$ cat src/rtl/alarm_pkg.sv
// Package: shared constants, field indices and BCD helpers for the alarm unit.
// Assumes four alarm fields of one byte each, mask bit in the top bit.
package alarm_pkg;
    localparam int FIELDS   = 4;
    localparam int BYTE_W   = 8;
    localparam int ADDR_W   = $clog2(FIELDS);
    localparam int MASK_BIT = BYTE_W - 1;

    typedef enum logic [ADDR_W-1:0] {
        FLD_SEC  = 2'd0,
        FLD_MIN  = 2'd1,
        FLD_HOUR = 2'd2,
        FLD_DATE = 2'd3
    } field_e;

    typedef enum logic [2:0] {
        RPT_MONTH,
        RPT_DAY,
        RPT_HOUR,
        RPT_MINUTE,
        RPT_SECOND
    } repeat_e;

    typedef logic [FIELDS-1:0][BYTE_W-1:0] field_vec_t;

    // Bits that take part in the compare for a field.
    function automatic logic [BYTE_W-1:0] cmp_bits(input int idx);
        return (idx == FLD_SEC || idx == FLD_MIN) ? 8'h7F : 8'h3F;
    endfunction

    // Accept rule for a write into field idx.
    function automatic logic write_ok(input int idx, input logic [BYTE_W-1:0] d);
        logic units_ok;
        units_ok = (d[3:0] <= 4'd9);
        case (idx)
            FLD_SEC, FLD_MIN: return units_ok && (d[6:4] <= 3'd5);
            FLD_HOUR:         return units_ok && ((d[5:4] < 2'd2) ||
                                                  (d[5:4] == 2'd2 && d[3:0] <= 4'd3));
            default:          return units_ok && (d[5:0] != 6'd0);
        endcase
    endfunction
endpackage

$ cat src/rtl/alarm_regfile.sv
// Module: alarm_regfile
// Holds the alarm bytes and drops writes whose BCD value is out of range.
// Assumes a single write port; there are no side effects on read.
module alarm_regfile
    import alarm_pkg::*;
(
    input  logic                 clk,
    input  logic                 rst_n,
    input  logic                 wr_en,
    input  logic [ADDR_W-1:0]    wr_addr,
    input  logic [BYTE_W-1:0]    wr_data,
    output field_vec_t           regs_q
);
    for (genvar g = 0; g < FIELDS; g++) begin : g_field
        logic accept;
        // Decide whether this field takes the current write.
        always_comb accept = wr_en && (wr_addr == ADDR_W'(g)) && write_ok(g, wr_data);

        // Store an accepted write; clear on reset.
        always_ff @(posedge clk) begin
            if (!rst_n)      regs_q[g] <= '0;
            else if (accept) regs_q[g] <= wr_data;
        end
    end
endmodule

$ cat src/rtl/alarm_match.sv
// Module: alarm_match
// Combinational compare of alarm against current time with the repeat mode
// decoded from the mask bits. Assumes both sides are BCD in matching layout.
module alarm_match
    import alarm_pkg::*;
(
    input  field_vec_t alarm,
    input  field_vec_t now,
    output repeat_e    mode,
    output logic       hit
);
    logic [FIELDS-1:0] eq;
    logic [FIELDS-1:0] masks;

    for (genvar g = 0; g < FIELDS; g++) begin : g_cmp
        // Per-field equality over the meaningful BCD bits.
        always_comb begin
            eq[g]    = ((alarm[g] ^ now[g]) & cmp_bits(g)) == '0;
            masks[g] = alarm[g][MASK_BIT];
        end
    end

    // Decode the repeat rate from the mask pattern {date,hour,min,sec}.
    always_comb begin
        case (masks)
            4'b0000: mode = RPT_MONTH;
            4'b1000: mode = RPT_DAY;
            4'b1100: mode = RPT_HOUR;
            4'b1110: mode = RPT_MINUTE;
            default: mode = RPT_SECOND;
        endcase
    end

    // Select which field equalities must hold for the chosen rate.
    always_comb begin
        case (mode)
            RPT_MONTH:  hit = &eq;
            RPT_DAY:    hit = eq[FLD_SEC] && eq[FLD_MIN] && eq[FLD_HOUR];
            RPT_HOUR:   hit = eq[FLD_SEC] && eq[FLD_MIN];
            RPT_MINUTE: hit = eq[FLD_SEC];
            default:    hit = 1'b1;
        endcase
    end
endmodule

$ cat src/rtl/alarm_unit.sv
// Module: alarm_unit (top)
// Alarm registers plus compare; a tick that matches gives one irq cycle.
// Assumes tick is a single-cycle strobe and the time inputs are stable with it.
module alarm_unit
    import alarm_pkg::*;
(
    input  logic                 clk,
    input  logic                 rst_n,
    input  logic                 reg_we,
    input  logic [ADDR_W-1:0]    reg_addr,
    input  logic [BYTE_W-1:0]    reg_wdata,
    output logic [BYTE_W-1:0]    reg_rdata,
    input  logic                 tick,
    input  logic [BYTE_W-1:0]    now_sec,
    input  logic [BYTE_W-1:0]    now_min,
    input  logic [BYTE_W-1:0]    now_hour,
    input  logic [BYTE_W-1:0]    now_date,
    output logic                 irq
);
    field_vec_t regs_q;
    field_vec_t now_vec;
    repeat_e    mode;
    logic       hit;
    logic       irq_q;

    alarm_regfile u_regs (
        .clk     (clk),
        .rst_n   (rst_n),
        .wr_en   (reg_we),
        .wr_addr (reg_addr),
        .wr_data (reg_wdata),
        .regs_q  (regs_q)
    );

    // Gather the time inputs into field order.
    always_comb begin
        now_vec[FLD_SEC]  = now_sec;
        now_vec[FLD_MIN]  = now_min;
        now_vec[FLD_HOUR] = now_hour;
        now_vec[FLD_DATE] = now_date;
    end

    alarm_match u_match (
        .alarm (regs_q),
        .now   (now_vec),
        .mode  (mode),
        .hit   (hit)
    );

    // Register the match so irq is a clean single-cycle pulse.
    always_ff @(posedge clk) begin
        if (!rst_n) irq_q <= 1'b0;
        else        irq_q <= tick && hit;
    end

    // Outputs: pulse and direct read of the addressed register.
    always_comb begin
        irq       = irq_q;
        reg_rdata = regs_q[reg_addr];
    end
endmodule

$ cat config.mk
export PLATFORM = sky130hd
export DESIGN_NAME = alarm_unit
export DESIGN_NICKNAME = d
export VERILOG_FILES = /design/src/rtl/alarm_pkg.sv /design/src/rtl/alarm_regfile.sv /design/src/rtl/alarm_match.sv /design/src/rtl/alarm_unit.sv
export SDC_FILE = /design/constraint.sdc
export NUM_CORES = 1
export LEC_CHECK = 0
export BUFFER_PORTS_ARGS = -buffer_cell sky130_fd_sc_hd__buf_2
export CAP_MARGIN = 30
export CORE_MARGIN = 5
export CORE_UTILIZATION = 28
export DETAILED_ROUTE_END_ITERATION = 8
export PLACE_DENSITY_LB_ADDON = 0.1
export SYNTH_ARGS = -nofsm -noshare
export SYNTH_HDL_FRONTEND = slang
export SYNTH_HIERARCHICAL = 1
export SYNTH_SLANG_ARGS = --single-unit
$ cat constraint.sdc
create_clock -name clk -period 2.4 [get_ports clk]
set_input_delay 0.24 -clock clk [delete_from_list [all_inputs] [get_ports clk]]
set_output_delay 0.24 -clock clk [all_outputs]
set_load 0.02 [all_outputs]
# ---- Word-level counts from Yosys, hierarchy flattened
# Index checks and enable logic that the tools add are counted.
dict set report classes {
  n_lt_le_gt_ge 5
  eq_ne 10
  n_mux 4
  bitwise_logic 4
  n_reduce_logical 25
}
# op n
set op_table {}
lappend op_table {{8-bit logical NOT} 4}
lappend op_table {{8-bit binary-select mux with 2-bit select} 1}
lappend op_table {{1-bit logical AND} 15}
lappend op_table {{7-bit bitwise XOR} 2}
lappend op_table {{4-bit == test, second input constant} 3}
lappend op_table {{3-bit case mux with 4 select lines} 1}
lappend op_table {{6-bit bitwise XOR} 2}
lappend op_table {{8-bit 2-to-1 mux} 1}
lappend op_table {{2-bit == test, second input constant} 3}
lappend op_table {{3-bit by 2-bit == test with 1-bit output, second input constant} 2}
lappend op_table {{6-bit nonzero test} 1}
lappend op_table {{4-bit by 2-bit <= comparator with 1-bit output, second input constant} 1}
lappend op_table {{4-bit <= comparator, second input constant} 1}
lappend op_table {{4-bit logical NOT} 1}
lappend op_table {{1-bit case mux with 4 select lines} 1}
lappend op_table {{4-bit AND reduction} 1}
lappend op_table {{3-bit by 1-bit == test with 1-bit output, second input constant} 1}
lappend op_table {{3-bit <= comparator, second input constant} 1}
lappend op_table {{3-bit logical NOT} 1}
lappend op_table {{2-bit by 3-bit less-than comparator with 1-bit output, second input constant} 1}
lappend op_table {{2-bit by 1-bit == test with 1-bit output, second input constant} 1}
lappend op_table {{2-bit logical NOT} 1}
lappend op_table {{2-bit less-than comparator, second input constant} 1}
lappend op_table {{1-bit logical OR} 1}
dict set report word_totals {
  register_bits 33
  out_inout_bits 9
}

# ---- Depth between registers and ports, before layout
dict set report depth {
  depth_word 6
  depth_mapped 5
  mapped_depth_nobuf 5
}

# ---- Hierarchy
# Netlist, hierarchy kept.
# module n_inst cells_per_inst area_each_um2
set by_module_without_submodules {}
lappend by_module_without_submodules {alarm_regfile 1 124 1187.4}
lappend by_module_without_submodules {alarm_match 1 41 340.3}
lappend by_module_without_submodules {alarm_unit 1 12 222.7}

# ---- Worst setup path after synthesis
# No wires, ideal clock.
dict set report synth_timing {
  path_type {input to register}
  startpoint {in reg_wdata[3]}
  endpoint {reg u_regs/regs_q[24] (netlist bit)}
  arrival_ps 1209
  required_time_ps 2328
  setup_slack_ps 1120
  cell_stages 5
  n_path_buf 1
  cell_sequence {or3_4 -> nor4_2 -> or2_1 -> buf_4 -> mux2i_1}
}
dict set report synth_via {
  elab_chain_len 3
  word_cells_on_any_way 4
  cone_classes {order compare: 1; reduce/logical: 3}
}
# item line
set synth_lines {}
lappend synth_lines {{start, declared} alarm_unit.sv:11} ;# input logic [BYTE_W-1:0] reg_wdata,
lappend synth_lines {{4-bit <= comparator or 6-bit nonzero test (tied branches)} --}
lappend synth_lines {{1-bit logical AND *} --}
lappend synth_lines {{1-bit logical AND *} alarm_regfile.sv:17} ;# always_comb accept = wr_en && (wr_addr == ADDR_W'(g)) && write_ok(g, wr_data);
lappend synth_lines {{end signal, assigned by index} alarm_regfile.sv:22} ;# else if (accept) regs_q[g] <= wr_data;
lappend synth_lines {{end, declared} alarm_regfile.sv:12} ;# output field_vec_t regs_q
# Mark *: on every way between the ends. The rest lies on a longest branch, timed or not.
# A chain may end at the register's enable or synchronous reset.

# ---- Final worst setup path
dict set report layout_timing {
  startpoint {in reg_addr[0]}
  endpoint {out reg_rdata[6]}
}
dict set report layout_via {
  elab_chain_len 2
}
# item line
set layout_lines {}
lappend layout_lines {{start, declared} alarm_unit.sv:10} ;# input logic [ADDR_W-1:0] reg_addr,
lappend layout_lines {{8-bit binary-select mux with 2-bit select} alarm_unit.sv:59} ;# reg_rdata = regs_q[reg_addr];
lappend layout_lines {{8-bit 2-to-1 mux (implied by the code)} alarm_unit.sv:59}
lappend layout_lines {{end, declared} alarm_unit.sv:12} ;# output logic [BYTE_W-1:0] reg_rdata,
# Every way passes these cells. The select of a mux whose other input is x is not followed.

==> flow_metrics.py <==
metrics = {
    "worst_setup_path": {
        "critPathMaxFanout": 12,
        "crit_path_max_incr_delay_ns": 0.56,
        "critPathArrivalTime_ns": 1.30,
        "rr_startpoint": "u_regs/regs_q[21]",
        "critical_path_required_ns": 2.16,
        "r2r-end": "irq",
        "r2r_cells": 5,
        "path_cells": "buf_2 -> mux4_2 -> buf_2",
        "cp.depth": 3,
        "crit_path_frequent_cell": "buf_2",
        "endpoint_kind": "output pin",
        "critPathLaunchType": "primary input",
        "crit_slowest_cell": "mux4_2",
        "cp-startpoint": "reg_addr[0]",
        "crit_type": "primary input to output pin",
        "crit_buf_inv": 2,
        "endpoint": "reg_rdata[6]",
        "critical_path.top_delay_family": "multiplexers",
        "r2r_slack_ns": 0.93,
    },
    "cts": {
        "cts_setup_buffers": 0,
        "cts_tree": "built",
        "cts_hold_buf": 0,
        "cts_buffers": 5,
        "root_buffer": "clkbuf_8",
        "cts_resized": 0,
        "cts.clk_slew.worst_paths_ns": 0.07,
        "cts_sinks": 33,
        "htree_levels": 2,
        "clk_latency_ns": 0.28,
        "clock_path_buffers": 2,
    },
    "place": {
        "pre_cts_ws_ns": 0.7283,
        "globalplace.congestion": 0.7307,
        "numPortBuffers": 48,
        "dp_hpwl_um": 3818,
    },
    "route": {
        "postRouteAntennaNets": 0,
        "routed_wl_um": 4935,
        "drt_iter0_markers": 53,
        "drc": 0,
        "viasPerCell": 4.936,
        "wire_per_inst_um": 16.51,
        "via_count": 1476,
        "drtPass1Iterations": 4,
    },
    "sta": {
        "worstMarginPinSlew_ns": 0.6173,
        "max_slew_margin_pct": 58.85,
        "finClkSkew_ns": 0.003112,
        "whs_ns": 0.1927,
        "max_freq_mhz": 648.6,
        "setup_viol": 0,
        "period_minus_slack_ns": 1.542,
        "setup_ws_ns": 0.8582,
        "fin_crit_sh_pct": 64.24,
        "setup-tns-final_ns": 0,
        "rsz0062_at_grt": "no",
        "hold_violations": 0,
        "slew_violations": 0,
    },
    "power": {
        "power.density_nw_per_um2": 588.1,
        "p_leak_uw": 0.0009177,
        "ir_worst_vdd_uv": 229.0,
        "p_total_uw": 1265,
    },
    "grt": {
        "met1_usage_pct": 17.22,
        "grt_max_degree": 34,
        "grt_busiest_layer": "met2",
        "grt_util_met2_pct": 21.86,
        "antenna_found_initial": 0,
        "grt_pass1_vias": 1421,
        "grtUsageMet3_pct": 3.445,
        "gr-total-overflow": 0,
        "grt_pass1_wl_um": 7534,
        "grtUsageTotal_pct": 13.25,
    },
    "layout": {
        "num-nets-final": 269,
        "diodes": 0,
        "final_cell_mix": "buf_2 (48), dfxtp_1 (33), nand2_1 (25), nand3_1 (16), o21ai_0 (16)",
        "areaGrowthSynthToFinish_pct": 24.03,
        "layout_commonest_cell": "buf_2",
        "drive_above_1_share_pct": 32.14,
        "postLayoutCoreUtil_pct": 36.11,
    },
    "synth": {
        "synth.yosys.warnings": 6,
        "syn_area_sq_um": 1734,
        "syn-instance-count": 175,
        "syn-num-nets": 221,
        "syn_area_per_cell_sq_um": 9.910,
    },
    "floorplan": {
        "die_w_um": 88.70,
        "io_pins": 55,
        "rows": 28,
        "core_area_sq_um": 5956,
        "die_h_um": 88.70,
        "start_util_pct": 29.12,
        "dieArea_sq_um": 7868,
    },
    "min_path": {
        "hold_path.class": "primary input to flip-flop",
    },
    "run": {
        "maxCapViolations": 0,
    },
    "run_status": {
        "status": "finished, final reports clean",
    },
}
layer usage:
metal	vias to the layer above	wire [um]
met5	-	0
met4	0	23
met3	2	258
met2	36	2391
met1	700	2261
li1	738	-
worst min-delay path by stage:
stage | slack, ns | endpoint | startpoint | depth (start not counted)
6_report | 0.19 | irq | tick | 2
5_1_grt | 0.19 | irq | tick | 2
3_5_place_dp | 0.46 | u_regs/regs_q[30] | u_regs/regs_q[30] | 2
2_1_floorplan | 0.39 | irq | tick | 1
4_1_cts | 0.18 | irq | tick | 2
3_3_place_gp | 0.45 | u_regs/regs_q[30] | u_regs/regs_q[30] | 2
through the flow:
stage	area, sq um	cells
detailed placement	2034	291
CTS	2151	299
finish	2151	299
global route	2151	299
global placement	2034	291
floorplan	1734	175
cell type report:
class | count | area, sq um
fillers | 635 | 3805
multi-input cells | 133 | 1025
flip-flops and latches | 33 | 660.6
repair buffers | 50 | 255.2
well taps | 75 | 93.84
clock buffers | 7 | 86.33
clock inverters | 1 | 30.03
flip-flops by register name, summed over array words and instances, names as in the netlist:
| signal | cells |
|---|---|
| irq | 1 |
| u_regs/regs_q | 32 |
power breakdown:
part	leakage (uW)	internal, uW	switching (uW)	total, uW
clock	0.0000585	338	199	538
combinational	0.000592	69.5	85.5	155
sequential	0.000267	560	12.1	572
total	0.000918	968	297	1260
Power figures use the tool's default switching activity.
